<file path="config.mk">
export PLATFORM = sky130hd
export DESIGN_NAME = tmr16_core
export DESIGN_NICKNAME = d
export VERILOG_FILES = /design/src/rtl/tmr16_pkg.sv /design/src/rtl/tmr16_fall.sv /design/src/rtl/tmr16_count.sv /design/src/rtl/tmr16_core.sv
export SDC_FILE = /design/constraint.sdc
export NUM_CORES = 1
export LEC_CHECK = 0
export CAP_MARGIN = 25
export CORE_MARGIN = 2
export CORE_UTILIZATION = 64
export CTS_CLUSTER_DIAMETER = 50
export CTS_CLUSTER_SIZE = 28
export DETAILED_ROUTE_END_ITERATION = 16
export DONT_BUFFER_PORTS = 1
export GPL_TIMING_DRIVEN = 0
export PLACE_DENSITY = 0.8
export SYNTH_ARGS = -nofsm -noshare
export SYNTH_HDL_FRONTEND = slang
export SYNTH_HIERARCHICAL = 1
export SYNTH_SLANG_ARGS = --single-unit
</file>
<file path="constraint.sdc">
create_clock -name clk -period 3.47 [get_ports clk]
set_clock_uncertainty 0.1 [all_clocks]
set_input_delay 0.8675 -clock clk [delete_from_list [all_inputs] [get_ports clk]]
set_output_delay 0.8675 -clock clk [all_outputs]
set_load 0.05 [all_outputs]
</file>
<file path="src/rtl/tmr16_pkg.sv">
package tmr16_pkg;

    localparam int TMR_W  = 16;
    localparam int AW     = 3;
    localparam int A_CTRL = 0;
    localparam int A_FLAG = 1;
    localparam int A_CNT  = 2;

    typedef struct packed {
        logic clkout_en;
        logic updown_en;
        logic rx_sel;
        logic tx_sel;
        logic ext_en;
        logic cap_sel;
        logic cnt_mode;
        logic run;
    } ctrl_t;

    typedef enum logic [1:0] {
        M_RELOAD  = 2'd0,
        M_UPDOWN  = 2'd1,
        M_CAPTURE = 2'd2,
        M_BAUD    = 2'd3
    } mode_e;

    // Baud selection overrides capture; capture overrides up/down.
    function automatic mode_e pick_mode(ctrl_t c);
        mode_e m;
        if (c.rx_sel || c.tx_sel) m = M_BAUD;
        else if (c.cap_sel)       m = M_CAPTURE;
        else if (c.updown_en)     m = M_UPDOWN;
        else                      m = M_RELOAD;
        return m;
    endfunction

endpackage

</file>
<file path="src/rtl/tmr16_fall.sv">
module tmr16_fall (
    input  logic clk,
    input  logic rst,
    input  logic en,
    input  logic d,
    output logic fall
);
    logic s_q;

    always_ff @(posedge clk) begin
        if (rst)     s_q <= 1'b0;
        else if (en) s_q <= d;
    end

    assign fall = en && s_q && !d;

    // A detected falling edge consumes the high sample, so two in a row cannot occur.
    assert_single_edge_R3: assert property (@(posedge clk) disable iff (rst)
        fall |=> !fall);

endmodule

</file>
<file path="src/rtl/tmr16_count.sv">
module tmr16_count
    import tmr16_pkg::*;
#(
    parameter int WIDTH = TMR_W,
    parameter int NB    = WIDTH / 8
) (
    input  logic             clk,
    input  logic             rst,
    input  mode_e            mode,
    input  logic             adv,
    input  logic             up,
    input  logic [NB-1:0]    cnt_be,
    input  logic [NB-1:0]    rld_be,
    input  logic [7:0]       wdata,
    input  logic             cap_evt,
    output logic [WIDTH-1:0] cnt_q,
    output logic [WIDTH-1:0] rld_q,
    output logic             ovf_evt
);
    logic [WIDTH-1:0] cnt_n, rld_n;
    logic             adv_eff, down;

    assign adv_eff = adv && !(|cnt_be);
    assign down    = (mode == M_UPDOWN) && !up;
    assign ovf_evt = adv_eff && (down ? (cnt_q == rld_q) : (&cnt_q));

    always_comb begin
        cnt_n = cnt_q;
        if (adv_eff) begin
            if (ovf_evt) begin
                unique case (mode)
                    M_CAPTURE: cnt_n = '0;
                    M_UPDOWN:  cnt_n = down ? '1 : rld_q;
                    default:   cnt_n = rld_q;
                endcase
            end else begin
                cnt_n = down ? cnt_q - WIDTH'(1) : cnt_q + WIDTH'(1);
            end
        end
        for (int b = 0; b < NB; b++)
            if (cnt_be[b]) cnt_n[b*8 +: 8] = wdata;

        rld_n = (cap_evt && !(|rld_be)) ? cnt_q : rld_q;
        for (int b = 0; b < NB; b++)
            if (rld_be[b]) rld_n[b*8 +: 8] = wdata;
    end

    always_ff @(posedge clk) begin
        if (rst) begin
            cnt_q <= '0;
            rld_q <= '0;
        end else begin
            cnt_q <= cnt_n;
            rld_q <= rld_n;
        end
    end

    assert_hold_R2: assert property (@(posedge clk) disable iff (rst)
        (!adv && cnt_be == '0) |=> $stable(cnt_q));

    assert_down_reload_R5: assert property (@(posedge clk) disable iff (rst)
        (adv && cnt_be == '0 && mode == M_UPDOWN && !up && cnt_q == rld_q) |=> (&cnt_q));

    assert_capture_copy_R6: assert property (@(posedge clk) disable iff (rst)
        (cap_evt && rld_be == '0) |=> (rld_q == $past(cnt_q)));

endmodule

</file>
<file path="src/rtl/tmr16_core.sv">
module tmr16_core
    import tmr16_pkg::*;
#(
    parameter int WIDTH  = TMR_W,
    parameter int ADDR_W = AW
) (
    input  logic              clk,
    input  logic              rst,
    input  logic              wr_en,
    input  logic [ADDR_W-1:0] wr_addr,
    input  logic [7:0]        wr_data,
    input  logic              tick,
    input  logic              cnt_in,
    input  logic              trig_in,
    output logic [WIDTH-1:0]  count_o,
    output logic [WIDTH-1:0]  reload_o,
    output logic              ovf_flag,
    output logic              ext_flag,
    output logic              baud_tick,
    output logic              clk_out
);
    localparam int NB    = WIDTH / 8;
    localparam int A_RLD = A_CNT + NB;

    ctrl_t         ctrl_q;
    mode_e         mode;
    logic [NB-1:0] cnt_be, rld_be;
    logic          cnt_fall, trig_fall, adv, ovf_evt, cap_evt;
    logic          clr_ovf, clr_ext, ext_set, ext_tgl, ovf_set, ext_n;

    // Byte-lane write enables for counter and reload register.
    for (genvar b = 0; b < NB; b++) begin : g_lane
        assign cnt_be[b] = wr_en && (wr_addr == ADDR_W'(A_CNT + b));
        assign rld_be[b] = wr_en && (wr_addr == ADDR_W'(A_RLD + b));
    end

    assign mode    = pick_mode(ctrl_q);
    assign clr_ovf = wr_en && (wr_addr == ADDR_W'(A_FLAG)) && wr_data[0];
    assign clr_ext = wr_en && (wr_addr == ADDR_W'(A_FLAG)) && wr_data[1];

    tmr16_fall u_cnt_edge (
        .clk (clk), .rst (rst), .en (tick), .d (cnt_in), .fall (cnt_fall)
    );

    tmr16_fall u_trig_edge (
        .clk (clk), .rst (rst), .en (1'b1), .d (trig_in), .fall (trig_fall)
    );

    assign adv = ctrl_q.run && (ctrl_q.cnt_mode ? cnt_fall : tick);

    assign cap_evt = (mode == M_CAPTURE) && ctrl_q.ext_en && trig_fall;
    assign ext_set = ((mode == M_CAPTURE) || (mode == M_BAUD)) && ctrl_q.ext_en && trig_fall;
    assign ext_tgl = (mode == M_UPDOWN) && ovf_evt;
    assign ovf_set = ovf_evt && (mode != M_BAUD);

    tmr16_count #(.WIDTH(WIDTH), .NB(NB)) u_count (
        .clk     (clk),
        .rst     (rst),
        .mode    (mode),
        .adv     (adv),
        .up      (trig_in),
        .cnt_be  (cnt_be),
        .rld_be  (rld_be),
        .wdata   (wr_data),
        .cap_evt (cap_evt),
        .cnt_q   (count_o),
        .rld_q   (reload_o),
        .ovf_evt (ovf_evt)
    );

    always_comb begin
        ext_n = clr_ext ? 1'b0 : ext_flag;
        if (ext_tgl) ext_n = !ext_n;
        if (ext_set) ext_n = 1'b1;
    end

    always_ff @(posedge clk) begin
        if (rst) begin
            ctrl_q    <= '0;
            ovf_flag  <= 1'b0;
            ext_flag  <= 1'b0;
            baud_tick <= 1'b0;
            clk_out   <= 1'b0;
        end else begin
            if (wr_en && wr_addr == ADDR_W'(A_CTRL)) ctrl_q <= ctrl_t'(wr_data);
            ovf_flag  <= ovf_set || (ovf_flag && !clr_ovf);
            ext_flag  <= ext_n;
            baud_tick <= ovf_evt && (mode == M_BAUD);
            if (ovf_evt && ctrl_q.clkout_en && !ctrl_q.cnt_mode) clk_out <= !clk_out;
        end
    end

    assert_ovf_sticky_R10: assert property (@(posedge clk) disable iff (rst)
        (ovf_flag && !clr_ovf) |=> ovf_flag);

    assert_baud_no_ovf_R7: assert property (@(posedge clk) disable iff (rst)
        (mode == M_BAUD && !ovf_flag) |=> !ovf_flag);

    assert_clkout_hold_R9: assert property (@(posedge clk) disable iff (rst)
        !(ctrl_q.clkout_en && !ctrl_q.cnt_mode) |=> $stable(clk_out));

    assert_baud_pulse_R7: assert property (@(posedge clk) disable iff (rst)
        baud_tick |=> (!baud_tick || mode == M_BAUD));

endmodule

</file>
### Word level (Yosys, flattened, before mapping)

Index checks and enable logic that the tools add are counted.

| cells by class | value |
|---|---|
| $lt $le $gt $ge | 0 |
| bitwise gates (word level) | 0 |
| $mul | 0 |
| multiplexer cells | 18 |
| equal/unequal tests | 10 |
| $add $sub $neg | 2 |
| reduce and logical (&&, ||, !) cells | 45 |
| shift-type cells | 0 |
| divide/modulo/power cells | 0 |

Operator list:

| kind | number |
|---|---|
| 16-bit two-way mux | 5 |
| 8-bit two-way mux | 4 |
| 16-bit one-hot mux with 2 select lines | 1 |
| 1-bit logical AND | 26 |
| 16-bit by 1-bit adder with 16-bit output, second input constant | 1 |
| 16-bit equality test | 1 |
| 16-bit AND reduction | 1 |
| 16-bit by 1-bit subtractor with 16-bit output, second input constant | 1 |
| 1-bit logical NOT | 8 |
| 2-bit nonzero test | 4 |
| 3-bit by 2-bit equality test with 1-bit output, second input constant | 2 |
| 3-bit equality test, second input constant | 2 |
| 1-bit two-way mux | 6 |
| 2-bit equality test, second input constant | 2 |
| 2-bit two-way mux | 2 |
| 2-bit OR reduction | 2 |
| 3-bit by 1-bit equality test with 1-bit output, second input constant | 1 |
| 3-bit logical NOT | 1 |
| 1-bit logical OR | 3 |
| 2-bit by 1-bit equality test with 1-bit output, second input constant | 1 |
| 2-bit inequality test, second input constant | 1 |

| storage, ports and cells | value |
|---|---|
| output and inout bits | 36 |
| word-level logic and storage cells | 93 |
| register bits after elaboration | 46 |
| ROM bits | 0 |
| input bits | 17 |
| memories | 0 |
| RAM bits | 0 |
| bits in latches | 0 |

### Longest topological paths before layout

Gate-level depths: netlist (run 1).

| depth | value |
|---|---|
| depth after elaboration | 10 |
| gate-level depth with buffers | 14 |

### By module

Netlist (run 1), hierarchy kept.

Modules (own cells, without submodules):

| module | area an instance (µm²) | cells an instance | times used | seq. area each (µm²) |
|---|---|---|---|---|
| tmr16_count | 2775.2 | 371 | 1 | 640.6 |
| tmr16_core | 604.3 | 74 | 1 | 240.2 |
| tmr16_fall | 43.8 | 4 | 2 | 20.0 |

### Least setup slack after synthesis (run 1)

No wires, ideal clock.

| path | value |
|---|---|
| path kind | input port to flip-flop |
| start point | input port trig_in |
| end point | register u_count.cnt_q[14] |
| arrival time | 2770 ps |
| library setup time | 74 ps |
| required time | 3296 ps |
| slack | 526 ps |
| cell stages on the path | 11 |
| path buffers | 2 |
| path through | nand2b_1 buf_2 buf_2 xnor2_1 ha_1 nand2_1 or4_1 o32ai_1 xor2_1 nand2_1 a31oi_1 |

| on the way | value |
|---|---|
| longest elaborated chain between the ends | 7 |

RTL lines:

| what | line | text |
|---|---|---|
| start: declaration | tmr16_core.sv:14 | `input logic trig_in,` |
| 1-bit logical NOT * | tmr16_count.sv:24 | `assign down = (mode == M_UPDOWN) && !up;` |
| 1-bit logical AND * | tmr16_count.sv:24 |  |
| 16-bit two-way mux or 1-bit two-way mux (tied branches) | tmr16_count.sv:33, tmr16_count.sv:25 |  |
| 16-bit one-hot mux with 2 select lines or 1-bit logical AND (tied branches) | tmr16_count.sv:31, tmr16_count.sv:25 |  |
| 16-bit two-way mux * | tmr16_count.sv:30 | `if (ovf_evt) begin` |
| 16-bit two-way mux * | tmr16_count.sv:29 | `if (adv_eff) begin` |
| 8-bit two-way mux * | tmr16_count.sv:41 | `if (cnt_be[b]) cnt_n[b*8 +: 8] = wdata;` |
| end signal: assignment | tmr16_count.sv:53 | `cnt_q <= cnt_n;` |
| end: declaration | tmr16_count.sv:16 | `output logic [WIDTH-1:0] cnt_q,` |

Mark *: on every way between the ends. The rest lies on a longest branch, timed or not. The select of a mux whose other input is x is not followed.
A chain may end at the register's enable or synchronous reset.

### Final worst setup path (run 1)

| path | value |
|---|---|
| start point | register ctrl_q[2] in the netlist's numbering |
| end point | register u_count.cnt_q[12] |

| on the way | value |
|---|---|
| longest elaborated chain between the ends | 9 |

RTL lines:

| what | line | text |
|---|---|---|
| start: declaration | tmr16_core.sv:25 | `ctrl_t ctrl_q;` |
| start signal: assignment | tmr16_core.sv:85 | `if (wr_en && wr_addr == ADDR_W'(A_CTRL)) ctrl_q <= ctrl_t'(wr_data);` |
| 2-bit two-way mux * | tmr16_pkg.sv:31 | `else if (c.cap_sel) m = M_CAPTURE;` |
| 2-bit two-way mux * | tmr16_pkg.sv:30 | `if (c.rx_sel \|\| c.tx_sel) m = M_BAUD;` |
| net mode[1] | tmr16_core.sv:26 | `mode_e mode;` |
| 2-bit by 1-bit equality test with 1-bit output | tmr16_count.sv:24, tmr16_count.sv:31 |  |
| 1-bit logical AND | tmr16_count.sv:24 |  |
| 16-bit two-way mux or 1-bit two-way mux (tied branches) | tmr16_count.sv:33, tmr16_count.sv:25 |  |
| 16-bit one-hot mux with 2 select lines or 1-bit logical AND (tied branches) | tmr16_count.sv:31, tmr16_count.sv:25 |  |
| 16-bit two-way mux * | tmr16_count.sv:30 |  |
| 16-bit two-way mux * | tmr16_count.sv:29 |  |
| 8-bit two-way mux * | tmr16_count.sv:41 |  |

The timed path passes the listed nets; every way through them passes the cells marked *. The select of a mux whose other input is x is not followed.

==> impl_metrics.env, run 1 <==
export IMPL_core_area_um2=5172
export IMPL_ys_seq_elements=46
export IMPL_synth_top_cell_area_share=0.2656
export IMPL_grt_pass1_wl_um=17480
export IMPL_start_util=0.6703
export IMPL_switchingPower_uw=367.1
export IMPL_cts_tree="done"
export IMPL_grt_use_total=0.3685
export IMPL_cts_made_buffers=5
export IMPL_fp_dieArea_um2=6022
export IMPL_grt_max_degree=14
export IMPL_slew_headroom=0.4697
export IMPL_synthFlopType="dfxtp_1"
export IMPL_finalSetupViolCount=0
export IMPL_area_growth_pct=6.207
export IMPL_fin_crit_ns=3.332
export IMPL_antennaDiodeCount=0
export IMPL_hp_class="flop to flop"
export IMPL_cp_arrival_ns=3.45
export IMPL_die_w_um=77.60
export IMPL_vdd_ir_drop_max_mv=0.3054
export IMPL_design_area_um2=3682
export IMPL_ant_nets=0
export IMPL_synth_async_reset_ratio=0
export IMPL_end_kind="flop"
export IMPL_io_buffers=0
export IMPL_grt_remaining_overflow=0
export IMPL_postPlaceCellArea_um2=3558
export IMPL_max_cap_viol_count=0
export IMPL_vias=3529
export IMPL_grt_util_met3=0.07209
export IMPL_seqPwrFrac=0.531
export IMPL_clk_pin_slew_ns=0.08
export IMPL_yosys_area_top_type="dfxtp_1"
export IMPL_antenna_found_initial=0
export IMPL_hold_violations=0
export IMPL_place_congestion=0.9674
export IMPL_drv_slew=0
export IMPL_wirelength_um=10950
export IMPL_drc=0
export IMPL_num_io_pins=53
export IMPL_clock_sinks=46
export IMPL_clk_latency_ns=0.30
export IMPL_cts_hold_buf=0
export IMPL_leakage_uw=0.001228
export IMPL_final_util=0.7119
export IMPL_synth_area_leaders="dfxtp_1 (27%), mux2i_1 (6.9%), nor2_1 (5.6%)"
export IMPL_cts_setup_buffers=0
export IMPL_via_per_inst=6.646
export IMPL_cp_data_required_time_ns=3.59
export IMPL_power_frac_clock=0.283
export IMPL_fin_crit_sh=0.9601
export IMPL_synth_cell_types=68
export IMPL_swShare=0.3260
export IMPL_met1_usage=0.4906
export IMPL_nNetsFinal=480
export IMPL_htree_levels=2
export IMPL_intPower_uw=759.0
export IMPL_start_kind="flop"
export IMPL_use_met2=0.5905
export IMPL_fmax_mhz=300.1
export IMPL_clock_tree_buffer_depth=2
export IMPL_path_class="flop to flop"
export IMPL_synthCells=453
export IMPL_grt_pass1_vias=3324
export IMPL_setup_tns_ns=0
export IMPL_drive_gt1_frac=0.1302
export IMPL_comb_power_share=0.186
export IMPL_synth_warnings=6
export IMPL_grt_busiest_layer="met2"
export IMPL_synth_area_per_cell_um2=7.654
export IMPL_power_density_nw_per_um2=305.8
export IMPL_root_buffer="clkbuf_8"
export IMPL_rows=26
export IMPL_synth_edf_count=0
export IMPL_dr_pass1_iters=5
export IMPL_path_max_fanout=10
export IMPL_wire_per_inst_um=20.62
export IMPL_dp_hpwl_um=8115
export IMPL_status="completed"
export IMPL_netlist_area_um2=3467
export IMPL_drt_iter0_drc=365
export IMPL_max_slew_worst_pin_slew_ns=0.7882
export IMPL_yosysSeqAreaShare=0.2656
export IMPL_die_y_um=77.60
-- Yosys cell counts (all sizes together) (3+ instances only) --
| master | number |
|---|---|
| mux2 | 5 |
| or3 | 4 |
| a211oi | 9 |
| o21ai | 19 |
| o211ai | 7 |
| nor2 | 52 |
| nand3 | 13 |
| nand3b | 3 |
| a31oi | 11 |
| nand4 | 16 |
| or2 | 3 |
| nor3 | 11 |
| o31ai | 3 |
| nor4 | 5 |
| nor4b | 3 |
| mux2i | 24 |
| xor2 | 8 |
| a21oi | 28 |
| buf | 21 |
| a2111oi | 4 |
| nand2 | 50 |
| xnor2 | 21 |
| clkbuf | 21 |
| dfxtp | 46 |
| o2111ai | 3 |
| or4 | 5 |
| a21o | 7 |
| nor3b | 4 |
| nor2b | 6 |
| o41ai | 3 |
| inv | 7 |
-- cells in the final DEF (no fill, tap or decap), types with 15 or more instances in the layout --
master / count
nand2_1: 49
nor2_1: 49
dfxtp_1: 46
a21oi_1: 28
mux2i_1: 23
xnor2_1: 21
clkbuf_1: 20
o21ai_0: 19
buf_2: 16
nand4_1: 15
-- per-stage QoR --
stage	hold WS, ns	setup slack [ns]	instances	total power (uW)
final	0.3618	0.1383	531	1126
after global routing	0.3856	-0.02277	531	1165
after CTS	0.3657	0.01719	531	1117
after detailed placement	0.3514	0.02803	524	806.9
after global placement	0.3408	0.09773	524	803.9
after floorplan	0.3318	0.5260	454	760.4
-- cell families (layout without fill, tap and decap cells) --
family,count (synthesis),after routing,share of synthesized area
AOI/OAI and AO/OA,111,111,0.2198
xor gates and xnor gates,29,29,0.07326
adders and majority gates,2,2,0.007216
buffers and inverters,50,57,0.06856
DFF,46,46,0.2656
muxes,29,29,0.08661
other,1,2,0.001082
and+or+nand+nor,185,185,0.2779
-- flip-flops by register name, summed over array words and instances, names as in the netlist --
name / cells
u_count/cnt_q: 16
u_cnt_edge/s_q: 1
ext_flag: 1
ctrl_q: 8
u_trig_edge/s_q: 1
clk_out: 1
u_count/rld_q: 16
ovf_flag: 1
baud_tick: 1
-- power groups by stage --
stage,combinational [uW],sequential [uW],clock [uW]
global route,227,600,338
detailed placement,197,610,0
CTS,200,598,320
global placement,194,610,0
floorplan,156,605,0
finish,209,598,319
-- final timing paths --
kind                            startpoint                end  slack [ns]  cells past startpoint
worst max-delay path             ctrl_q[2]  u_count/cnt_q[12]        0.14                     14
worst min-delay path             ctrl_q[0]          ctrl_q[0]        0.36                      2
worst max register to register   ctrl_q[2]  u_count/cnt_q[12]        0.14                     14
worst min register to register   ctrl_q[0]          ctrl_q[0]        0.36                      2
-- layer usage --
layer | share of wire | vias up
li1 | - | 1652
met1 | 0.40 | 1651
met2 | 0.47 | 200
met3 | 0.099 | 26
met4 | 0.028 | 0
met5 | 0 | -
-- worst max-delay path, stage by stage (launching register included) --
cell and delay, ns:
dfxtp_1 0.34, or3_4 0.41, inv_1 0.08, ha_2 0.21, nand2b_1 0.06, buf_2 0.18, buf_4 0.19, xnor2_1 0.15
ha_2 0.26, nand2_2 0.11, or4_4 0.52, mux2i_2 0.21, xor2_1 0.18, nand2_1 0.07, a31oi_1 0.19
-- area by class of cell --
type,count,area (um^2)
clock buffer,6,72.57
tap,70,87.58
inverter,8,30.03
buffer,42,210.2
clock inverter,1,7.507
sequential,46,920.9
fill,431,1490
multi-input combinational,358,2354
-- timing repair --
action	4_1_cts	5_1_grt
resized for setup	2	12
endpoints found under the hold margin	0	0
cloned	0	0
endpoints found under the setup margin	2	5
No activity file was read; power rests on OpenSTA's default activity.
==> run 2: changes to the inputs <==
CORE_MARGIN = 10   (was 2)
==> run 2 against run 1 <==
Non-clock buffer count unchanged; routed wire length is 6.3% higher; sequential power about the same; power up 4.3%; largest cell class unchanged.
==> impl_metrics.env, run 2 (same netlist as run 1, synthesis figures left out) <==
export IMPL_setup_tns_ns=0
export IMPL_clk_latency_ns=0.30
export IMPL_dr_pass1_iters=7
export IMPL_path_class="flop to flop"
export IMPL_cts_made_buffers=5
export IMPL_vdd_ir_drop_max_mv=0.3250
export IMPL_area_growth_pct=6.568
export IMPL_vias=3638
export IMPL_max_slew_worst_pin_slew_ns=0.8397
export IMPL_drt_iter0_drc=433
export IMPL_io_buffers=0
export IMPL_num_io_pins=53
export IMPL_hp_class="flop to flop"
export IMPL_final_common_cell="nor2_1"
export IMPL_max_cap_viol_count=0
export IMPL_r2r_cells=13
export IMPL_largest_registers="u_count/cnt_q x16, u_count/rld_q x16, ctrl_q x8"
export IMPL_final_cell_mix="nor2_1 (50), nand2_1 (49), dfxtp_1 (46), a21oi_1 (28), mux2i_1 (23)"
export IMPL_rows=26
export IMPL_grt_pass1_wl_um=18250
export IMPL_drv_slew=0
export IMPL_crit_family="simple AND/OR/NAND/NOR gates"
export IMPL_cp_arrival_ns=3.40
export IMPL_cp_data_required_time_ns=3.56
export IMPL_die_y_um=93.60
export IMPL_ant_nets=0
export IMPL_antennaDiodeCount=0
export IMPL_htree_levels=2
export IMPL_start_kind="flop"
export IMPL_dp_hpwl_um=8578
export IMPL_cts_setup_buffers=0
export IMPL_crit_cells=13
export IMPL_fp_dieArea_um2=8761
export IMPL_postPlaceCellArea_um2=3558
export IMPL_critPathLaunch="ctrl_q[2]"
export IMPL_ctsResizeCount=0
export IMPL_finalSetupViolCount=0
export IMPL_grt_pass1_vias=3480
export IMPL_wirelength_um=11640
export IMPL_endpoint="u_count/cnt_q[4]"
export IMPL_place_congestion=0.9659
export IMPL_grt_setup_unrepaired="no"
export IMPL_grt_use_total=0.2587
export IMPL_design_area_um2=3695
export IMPL_root_buffer="clkbuf_8"
export IMPL_clock_tree_buffer_depth=2
export IMPL_crit_path_max_incr_delay_ns=0.41
export IMPL_fmax_mhz=302.2
export IMPL_n_fill_cell=406
export IMPL_drive_gt1_frac=0.1320
export IMPL_antenna_found_initial=0
export IMPL_hold_violations=0
export IMPL_die_w_um=93.60
export IMPL_rrSetupSlack_ns=0.16
export IMPL_status="completed"
export IMPL_power_density_nw_per_um2=317.8
export IMPL_r2r_start="ctrl_q[2]"
export IMPL_leakage_uw=0.001246
export IMPL_cpMaxStageDelayCell="or3_4"
export IMPL_start_util=0.6703
export IMPL_fin_crit_sh=0.9535
export IMPL_nNetsFinal=480
export IMPL_fin_crit_ns=3.309
export IMPL_clk_pin_slew_ns=0.10
export IMPL_reg2reg_to="u_count/cnt_q[4]"
export IMPL_cts_tree="done"
export IMPL_end_kind="flop"
export IMPL_path_cells="or3_4, inv_1, ha_2, nand2b_1, buf_2, buf_4, xnor2_1, ha_2, nor3_2, a22oi_1, xor2_1, mux2_2, a2111oi_0"
export IMPL_via_per_inst=6.838
export IMPL_core_area_um2=5172
export IMPL_cts_hold_buf=0
export IMPL_wire_per_inst_um=21.87
export IMPL_cp_common_cell="ha_2"
export IMPL_grt_remaining_overflow=0
export IMPL_grt_max_degree=15
export IMPL_total_power_uw=1174
export IMPL_clock_sinks=46
export IMPL_hold_path_startpoint="ctrl_q[0]"
export IMPL_critPathBufInv=3
export IMPL_path_max_fanout=10
export IMPL_slew_headroom=0.4376
export IMPL_drc=0
run 2: per-layer routing:
metal  global-route usage  wire length (um)
met5                    0                 0
met4               0.1177               390
met3              0.06715              1421
met2               0.4188              5468
met1               0.3141              4355
run 2: report_power, final:
group          switching [uW]  internal, uW  total (uW)
clock network             183           183         366
registers                56.5           542         599
logic                     132          77.5         210
run 2: how the worst min path moves through the flow:
stage,to,slack [ns],depth (start not counted)
floorplan,ctrl_q[0],0.33,2
global placement,ctrl_q[0],0.34,2
detailed placement,ctrl_q[0],0.34,2
CTS,ctrl_q[0],0.35,2
global route,ctrl_q[7],0.39,2
finish,ctrl_q[0],0.35,2
run 2: through the flow:
| step | hold slack (ns) | util | std cells | worst slack, ns |
|---|---|---|---|---|
| after floorplan | 0.3318 | - | 454 | 0.5260 |
| after global placement | 0.3406 | 0.6880 | 524 | 0.1074 |
| after detailed placement | 0.3419 | 0.6880 | 524 | 0.08260 |
| after CTS | 0.3537 | 0.7083 | 532 | 0.01409 |
| after global routing | 0.3879 | 0.7143 | 532 | 0.0009788 |
| final | 0.3542 | 0.7143 | 532 | 0.1613 |
run 2: final cells by class:
type	count	area, um^2	area share
multi-input combinational	358	2340	0.6333
clock buffer	7	96.34	0.02608
tap	70	87.58	0.02370
sequential	46	920.9	0.2492
clock inverter	1	8.758	0.002370
buffer	42	211.5	0.05723
inverter	8	30.03	0.008127
run 2: worst min-delay path, stage by stage (launching register included):
cell	delay, ns
dfxtp_1	0.31
nand2_1	0.05
a21oi_1	0.05
